`src/rtl/rc_pkg.sv`:
```
package rc_pkg;
  parameter int unsigned RC_HI_STAGES = 3;
  localparam int unsigned RC_WIDTH = RC_HI_STAGES + 1;
endpackage

```
`src/rtl/rc_fall_det.sv`:
```
module rc_fall_det (
  input  logic clk_i,
  input  logic clr_ni,
  input  logic sig_i,
  output logic fall_o
);
  logic sig_q;

  always_ff @(posedge clk_i or negedge clr_ni) begin
    if (!clr_ni) sig_q <= 1'b0;
    else         sig_q <= sig_i;
  end

  assign fall_o = sig_q & ~sig_i;
endmodule

```
`src/rtl/rc_toggle_stage.sv`:
```
module rc_toggle_stage (
  input  logic clk_i,
  input  logic clr_ni,
  input  logic src_i,
  output logic q_o
);
  logic fall;

  rc_fall_det u_det (
    .clk_i  (clk_i),
    .clr_ni (clr_ni),
    .sig_i  (src_i),
    .fall_o (fall)
  );

  always_ff @(posedge clk_i or negedge clr_ni) begin
    if (!clr_ni)   q_o <= 1'b0;
    else if (fall) q_o <= ~q_o;
  end
endmodule

```
`src/rtl/rc_split_counter.sv`:
```
module rc_split_counter #(
  parameter int unsigned HI_STAGES = rc_pkg::RC_HI_STAGES,
  localparam int unsigned W = HI_STAGES + 1
) (
  input  logic         clk_i,
  input  logic         rst_ni,
  input  logic         cnt_lo_i,
  input  logic         cnt_hi_i,
  input  logic         clr_a_i,
  input  logic         clr_b_i,
  output logic [W-1:0] cnt_o
);
  // gated clear: only both inputs high clear; folded into async reset
  logic clr_n;
  assign clr_n = rst_ni & ~(clr_a_i & clr_b_i);

  logic [W-1:0] src;
  assign src[0] = cnt_lo_i;
  assign src[1] = cnt_hi_i;

  for (genvar k = 2; k < W; k++) begin : g_link
    assign src[k] = cnt_o[k-1];
  end

  for (genvar k = 0; k < W; k++) begin : g_stage
    rc_toggle_stage u_stage (
      .clk_i  (clk_i),
      .clr_ni (clr_n),
      .src_i  (src[k]),
      .q_o    (cnt_o[k])
    );
  end
endmodule

```
`config.mk`:
```
export PLATFORM = sky130hd
export DESIGN_NAME = rc_split_counter
export DESIGN_NICKNAME = d
export VERILOG_FILES = /design/src/rtl/rc_pkg.sv /design/src/rtl/rc_fall_det.sv /design/src/rtl/rc_toggle_stage.sv /design/src/rtl/rc_split_counter.sv
export SDC_FILE = /design/constraint.sdc
export NUM_CORES = 1
export LEC_CHECK = 0
export ABC_AREA = 1
export CAP_MARGIN = 10
export CELL_PAD_IN_SITES_DETAIL_PLACEMENT = 0
export CELL_PAD_IN_SITES_GLOBAL_PLACEMENT = 2
export CORE_AREA = 2 2 39 41
export CTS_BUF_LIST = sky130_fd_sc_hd__clkbuf_8
export DETAILED_ROUTE_END_ITERATION = 12
export DIE_AREA = 0 0 41 43
export DONT_BUFFER_PORTS = 1
export HOLD_SLACK_MARGIN = 0.03
export PLACE_DENSITY_LB_ADDON = 0.1
export SLEW_MARGIN = 20
export SYNTH_ARGS = -nofsm -noshare
export SYNTH_HDL_FRONTEND = slang
export SYNTH_SLANG_ARGS = --single-unit
```
`constraint.sdc`:
```
create_clock -name clk_i -period 1.1 [get_ports clk_i]
set_input_delay 0.11 -clock clk_i [delete_from_list [all_inputs] [get_ports clk_i]]
set_output_delay 0.11 -clock clk_i [all_outputs]
set_load 0.05 [all_outputs]
```
==> flow_results.org <==
** Clock tree
- Once the clock tree was built, the resizer swapped 0 gates to a different size.
- Number of buffers created by CTS :: 3
- Counting every sink on the clock net gives 8.
- TritonCTS built the clock tree.
- Count of H-tree levels built during CTS :: 1
- The cell sitting at the root of the clock tree is a sky130_fd_sc_hd__clkbuf_8.
- Clock-pin transition on the worst setup and hold timing paths :: 0.04 ns
- The clock passes through at most 2 buffers.
- Clk_lat worst skew :: 0.23 ns
- Post-CTS timing repair inserted 0 buffers for setup.

** Critical path
- Traced cell by cell, the critical path runs through buf_4.
- STA classifies the critical path endpoint as an output port.
- Among cell families on the critical path, the largest total delay comes from flip-flops.
- Total buffers and inverters traversed by the critical path :: 1
- Crit path max fanout :: 3
- Worst setup path category :: flip-flop to output port
- Measured in cells, the most critical reg-to-reg path has a length of 3.
- Required time reported for the critical path endpoint :: 0.99 ns
- Maximum cell stage delay along the critical path :: approximately 0.39 ns
- Critical-path top delay cell :: sky130_fd_sc_hd__dfrtp_1
- Startpoint Class :: flip-flop
- STA puts the critical path data arrival time at 0.82 ns.
- Depth of the critical timing path with buffers and inverters included :: 1

** STA
- Total negative slack for setup checks :: 0 ns
- Maximum clock frequency :: 1.07 GHz
- Between clock sinks in the finished design, the worst skew comes to 0.00377 ns.
- Post-layout minimum cycle time :: 0.930 ns
- Setup violations remaining at the end of the flow were counted as 0.
- Actual transition at the worst max-transition pin :: 0.161 ns
- Slew Limit Fails :: 0
- Final-report hold violation count :: 0
- Final cycle utilization of the critical path :: 84.6%
- RSZ-0062 raised after global routing :: no
- The worst pin sits at a relative slew slack of 89.3%.

** Drt
- Average vias per placed instance :: 3.73
- Dividing the detail-routed wire length by the instance count gives 8.57 um.
- For this block, the initial DRC count from the detailed router was 4.
- After detailed routing, the wire length on met1 is 255 um.
- The detailed router used layers up to and including met3.
- Met3 wire length :: 49 um
- Final WL :: 514 um
- DR DRC count :: 0
- 1st-pass router iterations :: 4
- The count of nets left with antenna violations once routing finished came out at 0.
- Routed wire length on met2 :: 208 um
- Total number of vias :: approximately 220

** Synthesis
- After synthesis, the largest area contributor takes up 61.1% of total cell area.
- Cells after Synth :: 35
- EDFF count, synth :: 0
- Area of the mapped netlist :: 328 um2
- For this run, the leading register cell type out of synthesis is sky130_fd_sc_hd__dfrtp_1.
- Post-synthesis area per instance :: 9.37 um2
- Counting every net in the synthesized netlist gives roughly 40.
- The share of the Yosys chip area taken by registers is around 61%.
- Synthesis Warnings :: 0
- Distinct cell type count of the synthesized netlist :: 8
- Leading post-synthesis cells by instance count :: sky130_fd_sc_hd__nand2_1, sky130_fd_sc_hd__dfrtp_1, sky130_fd_sc_hd__inv_1, sky130_fd_sc_hd__buf_4, sky130_fd_sc_hd__nand3_1
- Ranked by total cell area, the synthesized netlist is headed by sky130_fd_sc_hd__dfrtp_1, sky130_fd_sc_hd__nand2_1, sky130_fd_sc_hd__buf_4, sky130_fd_sc_hd__nand3_1, sky130_fd_sc_hd__inv_1.
- The biggest area contributor in the post-synthesis netlist is sky130_fd_sc_hd__dfrtp_1.
- Post-synth ARST share :: 100%
- Most frequently used cell type in the post-synthesis netlist :: sky130_fd_sc_hd__nand2_1
- In this run, synthesis produced a sequential element count of 8.

** Placed design
- Routability cong. :: between 0.5 and 0.6
- Number of placed cells counting well taps :: 52
- Number of port buffers :: 0
- Detailed Place HPWL :: 379 um

** Global routing
- Vias in the first global route :: 216
- Initial antenna violation count :: 0
- The total overflow left after global routing is 0.
- The first global-routing pass estimated slightly below 900 um of wire.
- Across every metal layer, demand over resource in global routing totals 8.11%.
- Entering global routing, the biggest net connects 9 pins.

** Die
- Overall die height :: between 40 and 50 um
- Row generation in the floorplan step produced 14 rows.
- Die X :: 41 um
- In this run the standard cell core region covers 1380 um2.
- 10 I/O pins were placed.
- Once the floorplan was initialized, standard cells occupied between 20% and 30% of the core.
- The die covers about 1800 um2.

** Flow run
- The tool flagged a number of max-cap violations equal to 0.

** Power
- Pwr Total :: 1180 uW
- For this design the static power due to leakage is 0.000238 uW.
- Worst vdd rail ir drop :: 1050 uV
- Power density relative to cell area :: 2640 nW/um2

** Finish
- Final-stage net count :: 52
- Relative to the synthesized area, the layout overhead comes to 36.3%.
- Leaving out filler cells and counting taps, the final layout contains 60.
- Share of layout cells above drive strength 1 :: 22.7%
- Cells fill approximately 32% of the core in the end.
- The number of antenna diodes in the final layout is 0.

** Run status
- Outcome :: complete, no violations

** Min path
- In this run the worst hold path is classified as primary input to flip-flop.
- The worst hold path was traced through 3 stages.
[final timing paths]
check | from | end | slack (ns)
worst max-delay path | g_stage[1].u_stage.q_o | cnt_o[1] | 0.17
worst min-delay path | cnt_hi_i | g_stage[1].u_stage.q_o | 0.08
worst max register to register | g_stage[2].u_stage.q_o | g_stage[2].u_stage.q_o | 0.32
worst min register to register | g_stage[3].u_stage.q_o | g_stage[3].u_stage.q_o | 0.49
max in group asynchronous | clr_a_i | g_stage[0].u_stage.q_o | 0.53
min in group asynchronous | rst_ni | g_stage[3].u_stage.u_det.sig_q | 0.42
[cells by family (layout without fill, tap and decap cells)]
| kind of cell | count (synthesis) | in the layout | share of synthesized area [%] |
|---|---|---|---|
| AO/OA/AOI/OAI | 1 | 1 | 2.29 |
| buffers and inverters | 10 | 19 | 16.0 |
| flip-flops | 8 | 8 | 61.1 |
| AND/OR/NAND/NOR | 16 | 16 | 20.6 |
[placed cells by master (no fill, tap or decap)]
master                          netlist  layout
sky130_fd_sc_hd__a21boi_0             1       1
sky130_fd_sc_hd__buf_4                4       5
sky130_fd_sc_hd__clkbuf_8             0       3
sky130_fd_sc_hd__dfrtp_1              8       8
sky130_fd_sc_hd__dlygate4sd3_1        0       5
sky130_fd_sc_hd__inv_1                5       5
sky130_fd_sc_hd__inv_2                1       1
sky130_fd_sc_hd__nand2_1             11      11
sky130_fd_sc_hd__nand2_2              1       1
sky130_fd_sc_hd__nand3_1              4       4
[sequential cells by signal, summed over array words and instances, names as in the netlist]
name and count:
g_stage.u_stage.q_o 4, g_stage.u_stage.u_det.sig_q 4
[timing repair]
item / CTS / global route
endpoints found under the hold margin: 10 / 0
setup endpoints to repair: 0 / 0
hold buffers: 5 / 0
[metrics by stage]
step,hold WS [ns],worst slack (ns),instance area [um2]
5_1_grt,0.0927,0.127,447
4_1_cts,0.0740,0.162,447
3_5_place_dp,0.113,0.320,355
6_report,0.0823,0.170,447
3_3_place_gp,0.110,0.321,355
2_1_floorplan,0.141,0.278,328
[power breakdown]
part / switching (uW) / internal (uW) / total, uW
combinational: 284 / 126 / 409
sequential: 48.7 / 377 / 425
clock: 108 / 236 / 345
[worst reg2reg max path: cells and delay by family, from the launching register on]
| family | cells | cell delay, ns |
|---|---|---|
| flops | 1 | 0.37 |
| buf+inv | 1 | 0.19 |
| simple gates | 2 | 0.12 |
[routing by layer]
metal | vias up | global-route usage [%]
li1 | 118 | -
met3 | 0 | 4.71
met1 | 97 | 11.0
met4 | 0 | 6.00
met2 | 9 | 9.06
met5 | - | 0
[final cells by class]
cell class | instances | area [um2]
fillers | 142 | 937
flip-flops and latches | 8 | 200
repair buffers | 10 | 87.6
multi-input cells | 17 | 75.1
clock buffers | 3 | 41.3
inverters | 6 | 22.5
well taps | 16 | 20.0
Note: power is estimated with default switching activity, not from simulation.
